--- config.mk ---
export PLATFORM = sky130hd
export DESIGN_NAME = vreg_ready_ctrl
export DESIGN_NICKNAME = d
export VERILOG_FILES = /design/src/rtl/vreg_pkg.sv /design/src/rtl/vreg_sync.sv /design/src/rtl/vreg_dly_cnt.sv /design/src/rtl/vreg_regs.sv /design/src/rtl/vreg_ready_ctrl.sv
export SDC_FILE = /design/constraint.sdc
export NUM_CORES = 1
export LEC_CHECK = 0
export BUFFER_PORTS_ARGS = -buffer_cell sky130_fd_sc_hd__buf_2
export CAP_MARGIN = 20
export CELL_PAD_IN_SITES_DETAIL_PLACEMENT = 1
export CELL_PAD_IN_SITES_GLOBAL_PLACEMENT = 1
export CORE_MARGIN = 2
export CORE_UTILIZATION = 25
export DETAILED_ROUTE_END_ITERATION = 16
export GPL_ROUTABILITY_DRIVEN = 0
export PLACE_DENSITY_LB_ADDON = 0.1
export SYNTH_ARGS = -nofsm -noshare
export SYNTH_HDL_FRONTEND = slang
export SYNTH_HIERARCHICAL = 1
export SYNTH_SLANG_ARGS = --single-unit
--- constraint.sdc ---
create_clock -name clk_i -period 3.3 [get_ports clk_i]
set_clock_uncertainty 0.15 [all_clocks]
set_input_delay 0.165 -clock clk_i [delete_from_list [all_inputs] [get_ports clk_i]]
set_output_delay 0.165 -clock clk_i [all_outputs]
set_load 0.01 [all_outputs]
--- src/rtl/vreg_pkg.sv ---
package vreg_pkg;
  localparam int unsigned SYNC_STAGES = 2;
  localparam int unsigned A_CTRL      = 0;
  localparam int unsigned A_STAT      = 1;
  localparam int unsigned B_MASK      = 0;
  localparam int unsigned B_LVD       = 0;
  localparam int unsigned B_EOC       = 1;
  localparam int unsigned B_OK        = 2;

  typedef struct packed {
    logic lp_pwr;
    logic pd_req;
    logic vok;
    logic lvd5;
  } async_in_t;

  // Count only while the always-on domain is up and no power-down is requested
  function automatic logic start_cond(async_in_t s);
    return s.lp_pwr & ~s.pd_req;
  endfunction
endpackage

--- src/rtl/vreg_sync.sv ---
module vreg_sync #(
  parameter int unsigned W      = 1,
  parameter int unsigned STAGES = vreg_pkg::SYNC_STAGES
) (
  input  logic         clk_i,
  input  logic         rst_ni,
  input  logic [W-1:0] d_i,
  output logic [W-1:0] q_o
);
  logic [W-1:0] stg_q [STAGES];

  always_ff @(posedge clk_i or negedge rst_ni) begin
    if (!rst_ni) begin
      for (int i = 0; i < int'(STAGES); i++) stg_q[i] <= '0;
    end else begin
      stg_q[0] <= d_i;
      for (int i = 1; i < int'(STAGES); i++) stg_q[i] <= stg_q[i-1];
    end
  end

  assign q_o = stg_q[STAGES-1];
endmodule

--- src/rtl/vreg_dly_cnt.sv ---
module vreg_dly_cnt #(
  parameter int unsigned DELAY = 256,
  localparam int unsigned CNT_W = $clog2(DELAY + 1)
) (
  input  logic clk_i,
  input  logic rst_ni,
  input  logic run_i,
  output logic eoc_o
);
  localparam logic [CNT_W-1:0] TERM = CNT_W'(DELAY);

  logic [CNT_W-1:0] cnt_q;

  always_ff @(posedge clk_i or negedge rst_ni) begin
    if (!rst_ni)            cnt_q <= '0;
    else if (!run_i)        cnt_q <= '0;
    else if (cnt_q != TERM) cnt_q <= cnt_q + 1'b1;
  end

  assign eoc_o = (cnt_q == TERM);
endmodule

--- src/rtl/vreg_regs.sv ---
module vreg_regs #(
  parameter int unsigned ADDR_W = 2,
  parameter int unsigned DATA_W = 8
) (
  input  logic              clk_i,
  input  logic              rst_ni,
  input  logic [ADDR_W-1:0] addr_i,
  input  logic              we_i,
  input  logic [DATA_W-1:0] wdata_i,
  input  logic              lvd5_s_i,
  input  logic              eoc_i,
  input  logic              ok_i,
  output logic [DATA_W-1:0] rdata_o,
  output logic              mask_o,
  output logic              lvd5_stat_o
);
  import vreg_pkg::*;

  logic mask_q;

  always_ff @(posedge clk_i or negedge rst_ni) begin
    if (!rst_ni)                                   mask_q <= 1'b1;
    else if (we_i && addr_i == ADDR_W'(A_CTRL))    mask_q <= wdata_i[B_MASK];
  end

  assign mask_o      = mask_q;
  assign lvd5_stat_o = lvd5_s_i & ~mask_q;

  always_comb begin
    rdata_o = '0;
    if (addr_i == ADDR_W'(A_CTRL)) begin
      rdata_o[B_MASK] = mask_q;
    end else if (addr_i == ADDR_W'(A_STAT)) begin
      rdata_o[B_LVD] = lvd5_stat_o;
      rdata_o[B_EOC] = eoc_i;
      rdata_o[B_OK]  = ok_i;
    end
  end
endmodule

--- src/rtl/vreg_ready_ctrl.sv ---
module vreg_ready_ctrl #(
  parameter int unsigned DELAY  = 256,
  parameter int unsigned ADDR_W = 2,
  parameter int unsigned DATA_W = 8
) (
  input  logic              clk_i,
  input  logic              rst_ni,
  input  logic              lp_dom_pwr_i,
  input  logic              hp_pd_req_i,
  input  logic              main_vok_i,
  input  logic              lvd5_i,
  input  logic [ADDR_W-1:0] reg_addr_i,
  input  logic              reg_we_i,
  input  logic [DATA_W-1:0] reg_wdata_i,
  output logic [DATA_W-1:0] reg_rdata_o,
  output logic              eoc_o,
  output logic              vreg_ok_o,
  output logic              lvd5_stat_o
);
  import vreg_pkg::*;

  async_in_t raw, syn;
  logic      run, mask;

  assign raw = '{lp_pwr: lp_dom_pwr_i, pd_req: hp_pd_req_i,
                 vok: main_vok_i, lvd5: lvd5_i};

  vreg_sync #(.W($bits(async_in_t))) u_sync (
    .clk_i (clk_i),
    .rst_ni(rst_ni),
    .d_i   (raw),
    .q_o   (syn)
  );

  assign run = start_cond(syn);

  vreg_dly_cnt #(.DELAY(DELAY)) u_cnt (
    .clk_i (clk_i),
    .rst_ni(rst_ni),
    .run_i (run),
    .eoc_o (eoc_o)
  );

  assign vreg_ok_o = eoc_o & syn.vok;

  vreg_regs #(.ADDR_W(ADDR_W), .DATA_W(DATA_W)) u_regs (
    .clk_i      (clk_i),
    .rst_ni     (rst_ni),
    .addr_i     (reg_addr_i),
    .we_i       (reg_we_i),
    .wdata_i    (reg_wdata_i),
    .lvd5_s_i   (syn.lvd5),
    .eoc_i      (eoc_o),
    .ok_i       (vreg_ok_o),
    .rdata_o    (reg_rdata_o),
    .mask_o     (mask),
    .lvd5_stat_o(lvd5_stat_o)
  );
endmodule

# Yosys cells after proc, flatten, opt, wreduce, memory -nomap -nowiden
# Index checks and enable logic that the tools add are counted.
[op_classes]
shifts = 0
mul = 0
n_lt_le_gt_ge = 0
eq_ne = 4
bitwise_logic = 5
reduce_logical = 2
n_addsub = 1
div_mod_pow = 0
muxes = 5
[op_table]
columns = ["op", "count"]
rows = [
  ["2-to-1 mux 9 bit", 2],
  ["adder 9 x 1 -> 9 bit, second input constant", 1],
  ["== test 9 bit, second input constant", 1],
  ["!= test 9 bit, second input constant", 1],
  ["bitwise AND 1 bit", 3],
  ["2-to-1 mux 3 bit", 1],
  ["== test 2 x 1 -> 1 bit, second input constant", 1],
  ["zero test 2 bit", 1],
  ["2-to-1 mux 2 bit", 1],
  ["!= test 2 bit, second input constant", 1],
  ["NOT 1 bit", 2],
  ["logical AND 1 bit", 1],
  ["2-to-1 mux 1 bit", 1],
]
[totals]
rom_bits = 0
ramBits = 0
output_inout_bits = 11
in_bits = 17
latch_bits = 0
reg_bits = 18
n_memories = 0
word_cells = 21

# Depth between registers and ports, before layout
[depth]
word_depth = 4
mapped_depth = 6
depth_no_buf = 6

# By module
# The synthesis kept the hierarchy.
[modules_own_cells]
columns = ["mod", "cells_each", "instances", "seq_area_each_um2", "area_each_um2"]
rows = [
  ["vreg_dly_cnt", 50, 1, 225.2, 495.5],
  ["vreg_sync", 12, 1, 200.2, 230.2],
  ["vreg_regs", 15, 1, 26.3, 140.1],
  ["vreg_ready_ctrl", 2, 1, 0.0, 20.0],
]

# Least setup slack after synthesis
# Ideal clock, no wire load.
[synth_timing]
path_type = "register -> output"
start = "register u_cnt.cnt_q[6]"
end = "output port reg_rdata_o[2]"
arrival_time_ps = 1712
path_buffers = 0
path_slack_ps = 1273
required_ps = 2985
stages_incl_launch_ff = 5
path_cell_list = "dfrtp_1 > or4_4 > nor4_4 > and2_1 > and3b_2"
[synth_between]
elab_chain_cells = 4
[synth_rtl]
columns = ["element", "line", "rtl"]
rows = [
  ["start: declaration", "vreg_dly_cnt.sv:12", "logic [CNT_W-1:0] cnt_q;"],
  ["start signal: assignment", "vreg_dly_cnt.sv:17", "else if (cnt_q != TERM) cnt_q <= cnt_q + 1'b1;"],
  ["== test 9 bit", "vreg_dly_cnt.sv:20", "assign eoc_o = (cnt_q == TERM);"],
  ["named net eoc_o", "vreg_ready_ctrl.sv:16", "output logic eoc_o,"],
  ["bitwise AND 1 bit", "vreg_ready_ctrl.sv:44", "assign vreg_ok_o = eoc_o & syn.vok;"],
  ["named net vreg_ok_o", "vreg_ready_ctrl.sv:17", "output logic vreg_ok_o,"],
  ["2-to-1 mux 3 bit", "vreg_regs.sv:33", "end else if (addr_i == ADDR_W'(A_STAT)) begin"],
  ["2-to-1 mux 2 bit", "vreg_regs.sv:31", "if (addr_i == ADDR_W'(A_CTRL)) begin"],
  ["end: declaration", "vreg_ready_ctrl.sv:15", "output logic [DATA_W-1:0] reg_rdata_o,"],
]
# The timed path passes the listed nets, and every way through them passes these cells.

# Worst setup path in the final report
[layout_timing]
start = "register u_cnt.cnt_q[6]"
end = "output port reg_rdata_o[2]"
[layout_between]
elab_chain_cells = 4
[layout_rtl]
columns = ["element", "line"]
rows = [
  ["== test 9 bit", "vreg_dly_cnt.sv:20"],
  ["bitwise AND 1 bit", "vreg_ready_ctrl.sv:44"],
  ["2-to-1 mux 3 bit", "vreg_regs.sv:33"],
  ["2-to-1 mux 2 bit", "vreg_regs.sv:31"],
]
# No other way between the ends.

==> flow_summary_export.csv <==
group,metric,value,unit
synthesis,ys_ff_latch,18,
synthesis,synth.area.mux_share,0.05085,
worst_setup_path,start_kind,"flop",
synthesis,netlist.area_leader.share,0.4802,
synthesis,synth_compound_area_frac,0.05508,
worst_setup_path,crit_type,"reg2out",
sta,finalSetupViolCount,0,
synthesis,synth_common_cells,"17 x dfrtp_1, 9 x buf_4, 8 x nand2_1",
clock_network,clockBufferDepth,2,
floorplanning,design.die.area,4035,sq um
worst_setup_path,cp-end-kind,"output pin",
synthesis,ys_types,29,
sta,fin_crit,2.396,ns
final_layout,final_util,0.3147,
clock_network,clk_pin_slew,0.11,ns
synthesis,syn_area_per_cell,11.21,sq um
clock_network,h-tree-depth,1,
worst_setup_path,crit_start,"u_cnt/cnt_q[6]",
floorplanning,io_pins,28,
floorplanning,start_util,0.2634,
routing,via_count,591,
grt,grt.overflow.total,0,
sta,rsz0062_at_grt,"false",
worst_setup_path,crit_arrival,2.08,ns
status,status,"complete, no violations",
sta,tns,0,ns
synthesis,synthCells,79,
final_layout,seq_area,451.7,sq um
power,pwr-share-comb,0.092,
grt,first_global_vias,599,
sta,period_share,0.7261,
routing,ant_nets,0,
grt,grt_pass1_wl,2725,um
routing,drt_iter0_markers,16,
worst_setup_path,crit_slowest_cell,"or4_4",
flow_run,maxCapViolations,0,
floorplanning,rows,21,
floorplanning,core_area,3363,sq um
power,p_per_area,386.1,nW/um^2
power,power_frac_clock,0.331,
routing,drc,0,
synthesis,yosysSeqAreaShare,0.5099,
synthesis,netlist_area,885.9,sq um
placed_design,dp_hpwl,1111,um
synthesis,synth_edf_count,0,
grt,antenna_found_initial,0,
worst_setup_path,cp_max_fo,6,
synthesis,synthFlopType,"dfrtp_1",
clock_network,cts-root-buf,"clkbuf_4",
power,peakVddDrop,0.1736,mV
synthesis,synthAdderAreaFrac,0.02825,
placed_design,dpl.cell_count,134,
routing,wl_per_cell,10.46,um
sta,fin_hold_ws,0.1106,ns
power,p_int,0.3172,mW
synthesis,yosysMostFrequentCell,"dfrtp_1",
final_layout,finalNonFillerCells,144,
grt,grt_max_degree,19,
synthesis,yosys.area_share.simple,0.2345,
clock_network,cts.sinks,18,
floorplanning,die_w,63.53,um
final_layout,drive_above_1_share,0.2857,
final_layout,layout.nets,118,
synthesis,synth_xor_area_frac,0.01977,
power,p_sw,0.09143,mW
worst_hold_path,min-delay-start,"reg_addr_i[1]",
grt,track_usage,0.08584,
clock_network,cts_tree,"built",
floorplanning,floorplan.die.height,63.53,um
synthesis,synthTopCellsByArea,"dfrtp_1 48%, buf_4 7.6%, mux2i_1 3.4%",
synthesis,synth_top_family_by_area,"simple AND/OR/NAND/NOR gates",
placed_design,place.port_buffers,15,
sta,hold_viol_final,0,
clock_network,cts_resized,0,
worst_setup_path,crit_chain,"or4_4, nor4_4, and2_1, and3b_2, buf_2",
worst_setup_path,slowest_delay,0.56,ns
worst_setup_path,worstReg2RegStart,"u_cnt/cnt_q[6]",
sta,finalMaxSlewViolations,0,
clock_network,numCtsBuffers,3,
routing,totalWireLength,1506,um
final_layout,diodes,0,
final_layout,fillers,392,
sta,max_freq,417.3,MHz
worst_hold_path,min_path_type,"in2reg",
routing,viasPerCell,4.104,
clock_network,post-cts-setup-buffers,0,
final_layout,synthToLayoutAreaGrowth,19.49,%
power,power,0.4086,mW
worst_setup_path,required,2.98,ns
synthesis,synth_top_cell_by_area,"dfrtp_1",
clock_network,clock_latency,0.29,ns
routing,drt_pre_antenna_iters,3,
final_layout,multiInputGateArea,362.8,sq um
power,sequentialPowerShare,0.577,
power,switching_share,0.2238,
synthesis,ys_async_sr_fraction,1.000,
synthesis,ys_warn_count,6,
power,p_leak,0.4624,nW
metrics by stage:
stage	area [sq um]	setup slack, ns
after floorplan	900.9	1.273
after global placement	962.2	1.192
after detailed placement	962.2	1.202
after CTS	1059	0.8464
after global routing	1059	0.7279
final	1059	0.9038
sequential cells by signal, summed over array words and instances, names as in the netlist:
register       cells
u_cnt/cnt_q        9
u_sync/q_o         4
u_regs/mask_o      1
u_sync/stg_q       4
metal layers:
layer / vias up / share of wire / GRT usage
met5: - / 0 / 0
met4: 0 / 0.0066 / 0.04076
met3: 2 / 0.049 / 0.01786
met2: 15 / 0.46 / 0.1395
met1: 286 / 0.48 / 0.1083
li1: 288 / - / -
cells in the final DEF, fill, tap and decap left out:
master and count:
a21boi_0 3, a21oi_1 1, and2_1 3, and3b_2 2
buf_2 15, clkbuf_4 3, clkbuf_8 1, conb_1 5
dfrtp_1 17, dfstp_2 1, dlygate4sd3_1 6, ha_1 2
inv_1 4, mux2_4 1, mux2i_1 3, nand2_1 8
nand2b_1 2, nand3_1 3, nand3b_1 2, nand4_1 1
nor2b_1 1, nor2b_4 1, nor3_1 1, nor3b_2 1
nor4_4 1, o21ai_0 3, o22ai_1 1, or3_1 2
or3_2 1, or4_4 1, xnor2_1 2
power by group through the flow:
stage	registers [mW]	clock network [mW]	logic [mW]
floorplan	0.239	0	0.0263
global placement	0.240	0	0.0328
detailed placement	0.241	0	0.0331
CTS	0.236	0.145	0.0387
global route	0.238	0.154	0.0426
finish	0.236	0.135	0.0377
kinds of logic after synthesis:
| logic type | after synthesis |
|---|---|
| adder cells (fa/ha/maj) | 2 |
| XOR/XNOR | 2 |
| AND/OR/NAND/NOR | 30 |
| buffers and inverters | 14 |
| flip-flops | 18 |
| multiplexers | 4 |
| other | 1 |
| AO/OA/AOI/OAI | 8 |
worst paths after layout:
check | to | slack (ns) | cells past startpoint
min | u_regs/mask_o | 0.11 | 3
min in group asynchronous | u_sync/stg_q[5] | 0.17 | 2
min reg2reg | u_sync/q_o[0] | 0.21 | 0
max | reg_rdata_o[2] | 0.90 | 5
max in group asynchronous | u_regs/mask_o | 2.51 | 2
max reg2reg | u_cnt/cnt_q[0] | 1.55 | 3
area by class of cell:
class                      count  share of cell area
inverter                       4             0.01418
sequential                    18              0.4267
timing repair buffer          21              0.1277
multi-input combinational     51              0.3428
clock buffer                   4             0.03428
tap                           46             0.05437
worst max-delay path: cells and delay by family, from the launching register on:
kind / cells / cell delay (ns)
and+or+nand+nor: 4 / 1.25
DFF: 1 / 0.42
buffers and inverters: 1 / 0.12
timing repair:
item,4_1_cts,5_1_grt
hold buffers,6,0
setup endpoints to repair,0,0
hold endpoints to repair,23,0
No activity file was read; power rests on OpenSTA's default activity.
